[src/rtl/ies_pkg.sv]
package ies_pkg;
  localparam int DEV_W = 8;
  localparam int HW_W  = 16;
  localparam int TYP_W = 3;

  typedef enum logic [2:0] {
    CL_SVC  = 3'd0,
    CL_PMCH = 3'd1,
    CL_TMR  = 3'd2,
    CL_IOB  = 3'd3,
    CL_IOA  = 3'd4,
    CL_PMCL = 3'd5
  } icls_e;

  typedef enum logic [2:0] {
    S_IDLE = 3'd0,
    S_RET  = 3'd1,
    S_CODE = 3'd2,
    S_STAT = 3'd3,
    S_NEW  = 3'd4
  } seq_st_e;

  // Byte address of the status/code word for a class; return PSW sits 4 above.
  function automatic logic [7:0] stat_slot(input icls_e c);
    case (c)
      CL_SVC:  stat_slot = 8'h58;
      CL_TMR:  stat_slot = 8'h50;
      CL_IOB:  stat_slot = 8'h48;
      CL_IOA:  stat_slot = 8'h40;
      default: stat_slot = 8'h60;
    endcase
  endfunction

  // Word index of the vector PSW above the configurable base.
  function automatic logic [2:0] vec_idx(input icls_e c);
    case (c)
      CL_TMR:  vec_idx = 3'd1;
      CL_IOB:  vec_idx = 3'd2;
      CL_IOA:  vec_idx = 3'd3;
      CL_SVC:  vec_idx = 3'd4;
      default: vec_idx = 3'd0;
    endcase
  endfunction

  function automatic logic is_check(input icls_e c);
    is_check = (c == CL_PMCH) || (c == CL_PMCL);
  endfunction
endpackage

[src/rtl/ies_pending.sv]
module ies_pending
  import ies_pkg::*;
#(
  parameter int NCH  = 6,
  parameter int CH_W = 3
) (
  input  logic                  clk,
  input  logic                  rst_n,
  input  logic                  svc_req,
  input  logic [7:0]            svc_arg,
  input  logic                  pmch_req,
  input  logic [HW_W-1:0]       pmch_code,
  input  logic                  pmcl_req,
  input  logic [HW_W-1:0]       pmcl_code,
  input  logic                  tmr_req,
  input  logic                  tmr_perr,
  input  logic                  ioa_req,
  input  logic                  ioa_err,
  input  logic [NCH-1:0]        iob_req,
  input  logic [NCH*TYP_W-1:0]  iob_type,
  input  logic [NCH*DEV_W-1:0]  iob_dev,
  input  logic [NCH*HW_W-1:0]   iob_stat,
  input  logic                  clr_valid,
  input  icls_e                 clr_cls,
  input  logic [CH_W-1:0]       clr_chan,
  output logic                  p_svc,
  output logic [7:0]            q_svc_arg,
  output logic                  p_pmch,
  output logic [HW_W-1:0]       q_pmch_code,
  output logic                  p_pmcl,
  output logic [HW_W-1:0]       q_pmcl_code,
  output logic                  p_tmr,
  output logic                  q_tmr_perr,
  output logic                  p_ioa,
  output logic                  q_ioa_err,
  output logic [NCH-1:0]        p_iob,
  output logic [NCH*TYP_W-1:0]  q_iob_type,
  output logic [NCH*DEV_W-1:0]  q_iob_dev,
  output logic [NCH*HW_W-1:0]   q_iob_stat
);
  logic c_svc, c_pmch, c_pmcl, c_tmr, c_ioa, c_iob;

  always_comb begin
    c_svc  = clr_valid && (clr_cls == CL_SVC);
    c_pmch = clr_valid && (clr_cls == CL_PMCH);
    c_pmcl = clr_valid && (clr_cls == CL_PMCL);
    c_tmr  = clr_valid && (clr_cls == CL_TMR);
    c_ioa  = clr_valid && (clr_cls == CL_IOA);
    c_iob  = clr_valid && (clr_cls == CL_IOB);
  end

  // A new pulse wins over a same-cycle clear, so it is never lost.
  always_ff @(posedge clk) begin
    if (!rst_n) begin
      p_svc       <= 1'b0;
      q_svc_arg   <= '0;
      p_pmch      <= 1'b0;
      q_pmch_code <= '0;
      p_pmcl      <= 1'b0;
      q_pmcl_code <= '0;
      p_tmr       <= 1'b0;
      q_tmr_perr  <= 1'b0;
      p_ioa       <= 1'b0;
      q_ioa_err   <= 1'b0;
      p_iob       <= '0;
      q_iob_type  <= '0;
      q_iob_dev   <= '0;
      q_iob_stat  <= '0;
    end else begin
      p_svc  <= (p_svc  & ~c_svc)  | svc_req;
      p_pmch <= (p_pmch & ~c_pmch) | pmch_req;
      p_pmcl <= (p_pmcl & ~c_pmcl) | pmcl_req;
      p_tmr  <= (p_tmr  & ~c_tmr)  | tmr_req;
      p_ioa  <= (p_ioa  & ~c_ioa)  | ioa_req;
      if (svc_req)  q_svc_arg   <= svc_arg;
      if (pmch_req) q_pmch_code <= pmch_code;
      if (pmcl_req) q_pmcl_code <= pmcl_code;
      if (tmr_req)  q_tmr_perr  <= tmr_perr;
      if (ioa_req)  q_ioa_err   <= ioa_err;
      for (int k = 0; k < NCH; k++) begin
        p_iob[k] <= (p_iob[k] & ~(c_iob && (clr_chan == CH_W'(k)))) | iob_req[k];
        if (iob_req[k]) begin
          q_iob_type[k*TYP_W +: TYP_W] <= iob_type[k*TYP_W +: TYP_W];
          q_iob_dev[k*DEV_W +: DEV_W]  <= iob_dev[k*DEV_W +: DEV_W];
          q_iob_stat[k*HW_W +: HW_W]   <= iob_stat[k*HW_W +: HW_W];
        end
      end
    end
  end
endmodule

[src/rtl/ies_arbiter.sv]
module ies_arbiter
  import ies_pkg::*;
#(
  parameter int NCH  = 6,
  parameter int CH_W = 3
) (
  input  logic                  p_svc,
  input  logic [7:0]            q_svc_arg,
  input  logic                  p_pmch,
  input  logic [HW_W-1:0]       q_pmch_code,
  input  logic                  p_pmcl,
  input  logic [HW_W-1:0]       q_pmcl_code,
  input  logic                  p_tmr,
  input  logic                  q_tmr_perr,
  input  logic                  p_ioa,
  input  logic                  q_ioa_err,
  input  logic [NCH-1:0]        p_iob,
  input  logic [NCH*TYP_W-1:0]  q_iob_type,
  input  logic [NCH*DEV_W-1:0]  q_iob_dev,
  input  logic [NCH*HW_W-1:0]   q_iob_stat,
  input  logic [31:0]           psw,
  input  logic                  in_pmc,
  output logic                  sel_valid,
  output icls_e                 sel_cls,
  output logic [CH_W-1:0]       sel_chan,
  output logic [HW_W-1:0]       sel_code,
  output logic [HW_W-1:0]       sel_stat
);
  logic            iob_hit;
  logic [CH_W-1:0] iob_k;
  logic [2:0]      iob_num;

  // Lowest-numbered enabled channel; channel k+1 is gated by mask bit psw[30-k].
  always_comb begin
    iob_hit = 1'b0;
    iob_k   = '0;
    for (int k = NCH - 1; k >= 0; k--) begin
      if (p_iob[k] && psw[30-k]) begin
        iob_hit = 1'b1;
        iob_k   = CH_W'(k);
      end
    end
    iob_num = 3'(int'(iob_k) + 1);
  end

  always_comb begin
    sel_valid = 1'b1;
    sel_cls   = CL_SVC;
    sel_chan  = '0;
    sel_code  = '0;
    sel_stat  = '0;
    if (p_svc) begin
      sel_code = {8'h00, q_svc_arg};
    end else if (p_pmch && !in_pmc) begin
      sel_cls  = CL_PMCH;
      sel_code = q_pmch_code;
    end else if (p_tmr && psw[24]) begin
      sel_cls  = CL_TMR;
      sel_stat = {15'd0, q_tmr_perr};
    end else if (iob_hit) begin
      sel_cls  = CL_IOB;
      sel_chan = iob_k;
      sel_code = {1'b0, q_iob_type[iob_k*TYP_W +: TYP_W], 1'b0, iob_num,
                  q_iob_dev[iob_k*DEV_W +: DEV_W]};
      sel_stat = q_iob_stat[iob_k*HW_W +: HW_W];
    end else if (p_ioa && psw[31]) begin
      sel_cls  = CL_IOA;
      sel_stat = {15'd0, q_ioa_err};
    end else if (p_pmcl && !in_pmc) begin
      sel_cls  = CL_PMCL;
      sel_code = q_pmcl_code;
    end else begin
      sel_valid = 1'b0;
    end
  end
endmodule

[src/rtl/ies_engine.sv]
module ies_engine
  import ies_pkg::*;
#(
  parameter int ADDR_W       = 10,
  parameter int NEW_PSW_BASE = 'h70,
  parameter int CH_W         = 3
) (
  input  logic              clk,
  input  logic              rst_n,
  input  logic              sel_valid,
  input  icls_e             sel_cls,
  input  logic [CH_W-1:0]   sel_chan,
  input  logic [HW_W-1:0]   sel_code,
  input  logic [HW_W-1:0]   sel_stat,
  input  logic              resume_valid,
  input  logic [31:0]       resume_psw,
  input  logic              mem_ready,
  input  logic [31:0]       mem_rdata,
  output logic              mem_valid,
  output logic              mem_we,
  output logic [ADDR_W-1:0] mem_addr,
  output logic [1:0]        mem_wstrb,
  output logic [31:0]       mem_wdata,
  output logic [31:0]       psw,
  output logic              in_pmc,
  output logic              busy,
  output logic              start,
  output logic              clr_valid,
  output icls_e             clr_cls,
  output logic [CH_W-1:0]   clr_chan
);
  seq_st_e         st;
  icls_e           cur_cls;
  logic [CH_W-1:0] cur_chan;
  logic [HW_W-1:0] cur_code, cur_stat;
  logic [ADDR_W-1:0] stat_a, ret_a, vec_a;
  logic xfer;

  assign start = (st == S_IDLE) && !resume_valid && sel_valid;
  assign busy  = (st != S_IDLE);
  assign xfer  = mem_valid && mem_ready;

  always_comb begin
    stat_a = ADDR_W'(stat_slot(cur_cls));
    ret_a  = stat_a + ADDR_W'(4);
    vec_a  = ADDR_W'(NEW_PSW_BASE + 4 * int'(vec_idx(cur_cls)));
  end

  // Request fields derive only from registered state, so they hold while stalled.
  always_comb begin
    mem_valid = 1'b1;
    mem_we    = 1'b1;
    mem_addr  = stat_a;
    mem_wstrb = 2'b00;
    mem_wdata = '0;
    case (st)
      S_RET:  begin mem_addr = ret_a; mem_wstrb = 2'b11; mem_wdata = psw; end
      S_CODE: begin mem_wstrb = 2'b01; mem_wdata = {16'h0000, cur_code}; end
      S_STAT: begin mem_wstrb = 2'b10; mem_wdata = {cur_stat, 16'h0000}; end
      S_NEW:  begin mem_we = 1'b0; mem_addr = vec_a; end
      default: begin mem_valid = 1'b0; mem_we = 1'b0; mem_addr = '0; end
    endcase
  end

  assign clr_valid = (st == S_NEW) && xfer;
  assign clr_cls   = cur_cls;
  assign clr_chan  = cur_chan;

  always_ff @(posedge clk) begin
    if (!rst_n) begin
      st       <= S_IDLE;
      psw      <= '0;
      in_pmc   <= 1'b0;
      cur_cls  <= CL_SVC;
      cur_chan <= '0;
      cur_code <= '0;
      cur_stat <= '0;
    end else begin
      case (st)
        S_IDLE: begin
          if (resume_valid) begin
            psw    <= resume_psw;
            in_pmc <= 1'b0;
          end else if (sel_valid) begin
            cur_cls  <= sel_cls;
            cur_chan <= sel_chan;
            cur_code <= sel_code;
            cur_stat <= sel_stat;
            st       <= S_RET;
          end
        end
        S_RET:  if (xfer) st <= S_CODE;
        S_CODE: if (xfer) st <= S_STAT;
        S_STAT: if (xfer) st <= S_NEW;
        S_NEW: begin
          if (xfer) begin
            psw <= mem_rdata;
            if (is_check(cur_cls)) in_pmc <= 1'b1;
            st <= S_IDLE;
          end
        end
        default: st <= S_IDLE;
      endcase
    end
  end
endmodule

[src/rtl/intr_entry_seq.sv]
module intr_entry_seq
  import ies_pkg::*;
#(
  parameter int NCH          = 6,
  parameter int ADDR_W       = 10,
  parameter int NEW_PSW_BASE = 'h70
) (
  input  logic                 clk,
  input  logic                 rst_n,
  input  logic                 svc_req,
  input  logic [7:0]           svc_arg,
  input  logic                 pmch_req,
  input  logic [15:0]          pmch_code,
  input  logic                 pmcl_req,
  input  logic [15:0]          pmcl_code,
  input  logic                 tmr_req,
  input  logic                 tmr_perr,
  input  logic                 ioa_req,
  input  logic                 ioa_err,
  input  logic [NCH-1:0]       iob_req,
  input  logic [3*NCH-1:0]     iob_type,
  input  logic [8*NCH-1:0]     iob_dev,
  input  logic [16*NCH-1:0]    iob_stat,
  input  logic                 resume_valid,
  input  logic [31:0]          resume_psw,
  output logic                 mem_valid,
  input  logic                 mem_ready,
  output logic                 mem_we,
  output logic [ADDR_W-1:0]    mem_addr,
  output logic [1:0]           mem_wstrb,
  output logic [31:0]          mem_wdata,
  input  logic [31:0]          mem_rdata,
  output logic [31:0]          psw,
  output logic                 busy
);
  localparam int CH_W = (NCH > 1) ? $clog2(NCH) : 1;

  logic                 p_svc, p_pmch, p_pmcl, p_tmr, p_ioa;
  logic [7:0]           q_svc_arg;
  logic [HW_W-1:0]      q_pmch_code, q_pmcl_code;
  logic                 q_tmr_perr, q_ioa_err;
  logic [NCH-1:0]       p_iob;
  logic [NCH*TYP_W-1:0] q_iob_type;
  logic [NCH*DEV_W-1:0] q_iob_dev;
  logic [NCH*HW_W-1:0]  q_iob_stat;
  logic                 sel_valid, in_pmc, start, clr_valid;
  icls_e                sel_cls, clr_cls;
  logic [CH_W-1:0]      sel_chan, clr_chan;
  logic [HW_W-1:0]      sel_code, sel_stat;

  ies_pending #(.NCH(NCH), .CH_W(CH_W)) pend_i (
    .clk(clk), .rst_n(rst_n),
    .svc_req(svc_req), .svc_arg(svc_arg),
    .pmch_req(pmch_req), .pmch_code(pmch_code),
    .pmcl_req(pmcl_req), .pmcl_code(pmcl_code),
    .tmr_req(tmr_req), .tmr_perr(tmr_perr),
    .ioa_req(ioa_req), .ioa_err(ioa_err),
    .iob_req(iob_req), .iob_type(iob_type), .iob_dev(iob_dev), .iob_stat(iob_stat),
    .clr_valid(clr_valid), .clr_cls(clr_cls), .clr_chan(clr_chan),
    .p_svc(p_svc), .q_svc_arg(q_svc_arg),
    .p_pmch(p_pmch), .q_pmch_code(q_pmch_code),
    .p_pmcl(p_pmcl), .q_pmcl_code(q_pmcl_code),
    .p_tmr(p_tmr), .q_tmr_perr(q_tmr_perr),
    .p_ioa(p_ioa), .q_ioa_err(q_ioa_err),
    .p_iob(p_iob), .q_iob_type(q_iob_type), .q_iob_dev(q_iob_dev), .q_iob_stat(q_iob_stat)
  );

  ies_arbiter #(.NCH(NCH), .CH_W(CH_W)) arb_i (
    .p_svc(p_svc), .q_svc_arg(q_svc_arg),
    .p_pmch(p_pmch), .q_pmch_code(q_pmch_code),
    .p_pmcl(p_pmcl), .q_pmcl_code(q_pmcl_code),
    .p_tmr(p_tmr), .q_tmr_perr(q_tmr_perr),
    .p_ioa(p_ioa), .q_ioa_err(q_ioa_err),
    .p_iob(p_iob), .q_iob_type(q_iob_type), .q_iob_dev(q_iob_dev), .q_iob_stat(q_iob_stat),
    .psw(psw), .in_pmc(in_pmc),
    .sel_valid(sel_valid), .sel_cls(sel_cls), .sel_chan(sel_chan),
    .sel_code(sel_code), .sel_stat(sel_stat)
  );

  ies_engine #(.ADDR_W(ADDR_W), .NEW_PSW_BASE(NEW_PSW_BASE), .CH_W(CH_W)) eng_i (
    .clk(clk), .rst_n(rst_n),
    .sel_valid(sel_valid), .sel_cls(sel_cls), .sel_chan(sel_chan),
    .sel_code(sel_code), .sel_stat(sel_stat),
    .resume_valid(resume_valid), .resume_psw(resume_psw),
    .mem_ready(mem_ready), .mem_rdata(mem_rdata),
    .mem_valid(mem_valid), .mem_we(mem_we), .mem_addr(mem_addr),
    .mem_wstrb(mem_wstrb), .mem_wdata(mem_wdata),
    .psw(psw), .in_pmc(in_pmc), .busy(busy), .start(start),
    .clr_valid(clr_valid), .clr_cls(clr_cls), .clr_chan(clr_chan)
  );
endmodule

[config.mk]
export PLATFORM = sky130hd
export DESIGN_NAME = intr_entry_seq
export DESIGN_NICKNAME = d
export VERILOG_FILES = /design/src/rtl/ies_pkg.sv /design/src/rtl/ies_pending.sv /design/src/rtl/ies_arbiter.sv /design/src/rtl/ies_engine.sv /design/src/rtl/intr_entry_seq.sv
export SDC_FILE = /design/constraint.sdc
export NUM_CORES = 1
export LEC_CHECK = 0
export BUFFER_PORTS_ARGS = -buffer_cell sky130_fd_sc_hd__clkbuf_2
export CAP_MARGIN = 20
export CORE_ASPECT_RATIO = 1.1
export CORE_MARGIN = 4
export CORE_UTILIZATION = 35
export CTS_CLUSTER_SIZE = 25
export DETAILED_ROUTE_END_ITERATION = 6
export PLACE_DENSITY = 0.57
export SYNTH_ARGS = -nofsm -noshare
export SYNTH_HDL_FRONTEND = slang
export SYNTH_SLANG_ARGS = --single-unit
[constraint.sdc]
create_clock -name clk -period 5.8 [get_ports clk]
set_input_delay 0.87 -clock clk [delete_from_list [all_inputs] [get_ports clk]]
set_output_delay 0.87 -clock clk [all_outputs]
set_load 0.01 [all_outputs]
# Word-level counts from Yosys, hierarchy flattened
# Cells that the tools add are included.
dict set report classes {
  add_sub_neg 3
  mul 1
  div_mod_pow 0
  magnitude_cmp 0
  eq_ne 22
  n_shift 3
  muxes 60
  bitwise_logic 34
  reduce_logical 38
}
# operator n
set ops {}
lappend ops {{two-way mux 16 bit} 10}
lappend ops {{one-hot mux 32 bit (3 select lines)} 1}
lappend ops {{indexed part select 96 x 8 -> 16 bit} 1}
lappend ops {{two-way mux 3 bit} 22}
lappend ops {{two-way mux 32 bit} 2}
lappend ops {{one-hot mux 32 bit (2 select lines)} 1}
lappend ops {{indexed part select 48 x 7 -> 8 bit} 1}
lappend ops {{one-hot mux 10 bit (3 select lines)} 1}
lappend ops {{logical AND 1 bit} 24}
lappend ops {{one-hot mux 6 bit (4 select lines)} 1}
lappend ops {{== test 3 x 2 -> 1 bit (second input constant)} 6}
lappend ops {{two-way mux 1 bit} 18}
lappend ops {{indexed part select 18 x 6 -> 3 bit} 1}
lappend ops {{== test 3 bit (second input constant)} 5}
lappend ops {{one-hot mux 3 bit (5 select lines)} 1}
lappend ops {{NOT 1 bit} 12}
lappend ops {{one-hot mux 3 bit (4 select lines)} 1}
lappend ops {{AND 1 bit} 11}
lappend ops {{bitwise OR 1 bit} 11}
lappend ops {{== test 3 x 1 -> 1 bit (second input constant)} 3}
lappend ops {{zero test 3 bit} 3}
lappend ops {{adder 7 x 3 -> 8 bit (second input constant)} 1}
lappend ops {{adder 7 x 5 -> 8 bit (first input constant)} 1}
lappend ops {{inequality test 2 x 1 -> 1 bit (second input constant)} 4}
lappend ops {{15 further kinds} 19}
dict set report totals {
  reg_bits 289
  latchBits 0
  mem_bits_rw 0
  rom_bits 0
  in_bits 283
  output_inout_bits 79
  wordCells 197
  mem_count 0
}

# Longest topological paths before layout
dict set report depth {
  depth_word 14
  depth_mapped 11
  ltp_nobuf 9
}

# By module
# A second synthesis with hierarchy kept.
dict set report unflattened {
  hier_cells 1535
  area_unflattened_um2 14436.3
}
# mod n_inst cells_each area_per_inst_um2 seq_area_each_um2
set modules_own_cells {}
lappend modules_own_cells {ies_pending 1 707 8109.0 4304.1}
lappend modules_own_cells {ies_engine 1 466 3947.5 1481.4}
lappend modules_own_cells {ies_arbiter 1 362 2379.8 0.0}

# Worst setup path after synthesis
# Ideal clock, no wire load.
dict set report synth_timing {
  path_type {reg-to-output}
  startpoint {register eng_i.st[1]}
  endpoint {output mem_wdata[10]}
  arrival_time_ns 1.525
  t_required_ns 4.930
  slack_ns 3.405
  path_stages_with_launch 5
  n_path_buf 2
  path_cell_list {dfxtp_1 > buf_2 > nor3b_1 > clkbuf_1 > a22o_1}
}
dict set report synth_via {
  elab_chain_cells 2
  word_cells_on_any_way 4
  classes_between {3 x eq/ne; 1 x mux}
}
# element line_no
set synth_lines {}
lappend synth_lines {{from (decl)} ies_engine.sv:32} ;# seq_st_e st;
lappend synth_lines {{from (signal assigned)} ies_engine.sv:71} ;# st <= S_IDLE;
lappend synth_lines {{from (signal assigned)} ies_engine.sv:89} ;# st <= S_RET;
lappend synth_lines {{from (signal assigned)} ies_engine.sv:92} ;# S_RET: if (xfer) st <= S_CODE;
lappend synth_lines {{== test 3 x 2 -> 1 bit or == test 3 x 1 -> 1 bit (tied branches)} ies_engine.sv:56} ;# case (st)
lappend synth_lines {{one-hot mux 32 bit (3 select lines) *} ies_engine.sv:56}
lappend synth_lines {{to (decl)} intr_entry_seq.sv:31} ;# output logic [31:0] mem_wdata,
# Mark *: on every way between the ends. The rest lies on a longest branch, timed or not.

# Worst setup path after layout
dict set report layout_timing {
  startpoint {register eng_i.st[2]}
  endpoint {output mem_wstrb[0]}
}
dict set report layout_via {
  elab_chain_cells 2
  word_cells_on_any_way 4
  classes_between {3 x eq/ne; 1 x mux}
}
# element line_no
set layout_lines {}
lappend layout_lines {{== test 3 x 2 -> 1 bit or == test 3 x 1 -> 1 bit (tied branches)} ies_engine.sv:56}
lappend layout_lines {{one-hot mux 2 bit (3 select lines) *} ies_engine.sv:56}
lappend layout_lines {{to (decl)} intr_entry_seq.sv:30} ;# output logic [1:0] mem_wstrb,
# Marks and branches as above.

==> out/results.txt <==
Status: complete, but fails checks
Violated checks: DRC
Initial antenna violation count: 9
Setup crit end kind: output pin
Cells after Synth: 1,373
Yosys top cell area share: 42.8%
Data required, critical path: 4.93 ns
GRT Resource Usage Total: 20.6%
TritonCTS buffer count: 31
Largest net degree at the start of global routing: 110
Row count: 75
Grt peak-use layer: met2
Fmax: 285 MHz
Post-Synth Simple-Gate Area: 19.8%
Flop2flop setup slack: 2.56 ns
Setup bufs post-CTS: 0
Synth area leader: dfxtp_1
Input/output buffers: 357
Crit path capture: mem_wstrb[0]
Via Count: 11,212
Post-synthesis mux area share: 20.8%
Post-synth EDFFs: 0
Hold_sp: eng_i.cur_stat[13]
Static Leak: 0.00786 uW
Synth Register Bits: 289
Hpwl dp: 33,600 um
Register area share after synthesis: 42.8%
Initial DRC Count: 662
Slew Limit Fails: 0
Reg2reg start: eng_i.psw[29]
Largest family of logic cells by synthesized area: multiplexers
Fillers: 3,803
CP Class: register to output pin
Hold Vio Cnt, Final: 0
Total Wirelength: 45,600 um
WP data arrival: 2.64 ns
Final period util: 60.5%
Setup violations, final: 0
CP Launch Point: eng_i.st[2]
Fin crit period: 3.51 ns
CTS hold repair buffers: 0
Worst min-delay path category: register to register
Overflow after GRT: 0
XOR/XNOR Fraction of Synth Area: 0.194%
Maximum VDD drop: 0.252 mV
Global routing usage on met3: 4.60%
RSZ-0062 raised after global routing: no
CP max FO: 20
Share of cells above drive strength 1: 28.0%
GP Congestion: 0.871
Global routing usage on met2: 33.9%
Share of synthesized registers carrying an async set or reset: 0%
Nets: 1,961
Drt pass-1 iters: 7
Area contributors post-synth: dfxtp_1, mux2i_1, nor2b_1, nand2_1, mux4_2
Vias in the first global route: 11,214
# clock sinks: 289
Netlist Area Pre-Place: 0.0135 mm2
Post-CTS sizing: 0
Vias per cell: 5.09
Most frequent cell after synthesis: dfxtp_1
Core area: 0.0381 mm2
Syn avg cell area: 9.84 um2
Area after DPL: 0.0156 mm2
Final worst clock skew: 0.0307 ns
Post-synthesis cell type count: 73
Most used DFF post-synth: dfxtp_1
R2R depth: 7
Die extent in x: 195 um
Worst-path clk slew: 0.06 ns
Clk root buf: clkbuf_16
Antenna Nets Post-Route: 0
Slew margin rel.: 36.1%
Max-cap viol count: 0
DRC: 2
Clk_lat worst skew: 0.58 ns
Compound-Gate Fraction of Synth Area: 12.2%
Synth Area in Adders: 0.0926%
I/O Pins: 362
Least-Margin Pin Slew: 0.958 ns
Yosys warnings: 0
Starting Density: 35.5%
Die area: 0.0418 mm2
Reg-to-reg endpoint: eng_i.cur_stat[8]
CTS tree: built
Layout area overhead: 23.6%
TNS Setup: 0 ns
WL per Instance: 20.7 um
GR Util met1: 27.7%
Die H: 214 um
First-pass GRT wire length: 68,200 um
Most common library cells after synthesis: dfxtp_1, mux2i_1, nor2b_1
H-tree depth: 1
Setup crit start kind: register
Clock Path Buffers: 3
Post-route cell area: 0.0167 mm2
Cell area power density: 313 mW/mm2
-- layer usage --
metal	routed length [um]	vias up	part of all wire, %
met4	1050	12	2.3
met2	20900	365	46
met5	81	-	0.18
met1	20500	5300	45
li1	-	5461	-
met3	3010	74	6.6
-- area by class of cell --
class	instances	area (um2)	share of cell area (%)
Multi-Input combinational cell	968	7200	43.1
Sequential cell	289	5790	34.6
Timing Repair Buffer	376	1950	11.7
Clock buffer	46	932	5.58
Tap cell	500	626	3.75
Clock inverter	12	164	0.982
Inverter	11	41.3	0.247
Antenna cell	2	5.00	0.0300
-- per-stage QoR --
| stage | setup slack, ns | power (uW) | util [%] | instances | hold WS [ns] |
|---|---|---|---|---|---|
| finish | 2.29 | 5220 | 43.8 | 2204 | 0.499 |
| global route | 2.13 | 5450 | 43.8 | 2204 | 0.534 |
| CTS | 1.75 | 5280 | 43.8 | 2200 | 0.495 |
| detailed placement | 2.37 | 3150 | 40.9 | 2142 | 0.478 |
| global placement | 2.47 | 3140 | 40.9 | 2142 | 0.481 |
| floorplan | 3.41 | 2810 | - | 1376 | 0.426 |
-- flip-flops by register name (all words and copies together), names as in the netlist, 3 cells and up --
name,flops
pend_i.q_svc_arg,8
eng_i.cur_stat,16
pend_i.q_pmch_code,16
pend_i.q_pmcl_code,16
eng_i.psw,32
pend_i.q_iob_type,18
eng_i.clr_chan,3
eng_i.cur_code,16
eng_i.st,3
pend_i.p_iob,6
pend_i.q_iob_stat,96
eng_i.clr_cls,3
pend_i.q_iob_dev,48
-- worst max-delay path, cell delays in order, from the launching register on --
cell,delay [ns]
dfxtp_1,0.48
nand2b_1,0.72
nor2_1,0.22
buf_6,0.23
or2_2,0.29
clkbuf_2,0.13
-- placed cells by master, fill, tap and decap left out, types with 23 or more instances in the layout --
master / n
dfxtp_1: 289
mux2i_1: 246
nand3_1: 42
nor2_1: 57
nor2b_1: 215
clkbuf_2: 356
o211a_1: 33
clkbuf_16: 31
a21oi_1: 37
nand2_1: 121
a22o_1: 23
-- report_power, final --
part	switching [uW]	internal (uW)
Sequential	112	2120
Combinational	484	391
Clock	832	1280
Total	1430	3790
-- logic make-up after synthesis --
group,after synthesis
AO/OA/AOI/OAI,201
XOR/XNOR,3
adder cells (fa/ha/maj),1
buffers and inverters,119
flip-flops,289
multiplexers,262
other,1
AND/OR/NAND/NOR,497
-- worst min path at each step --
stage	slack, ns	to	depth (start not counted)
CTS	0.50	eng_i.cur_stat[13]	1
global placement	0.48	eng_i.in_pmc	2
finish	0.50	eng_i.cur_stat[13]	1
floorplan	0.43	eng_i.cur_code[0]	2
global route	0.53	eng_i.cur_stat[12]	1
detailed placement	0.48	eng_i.cur_stat[13]	1
No activity file was read; power rests on OpenSTA's default activity.
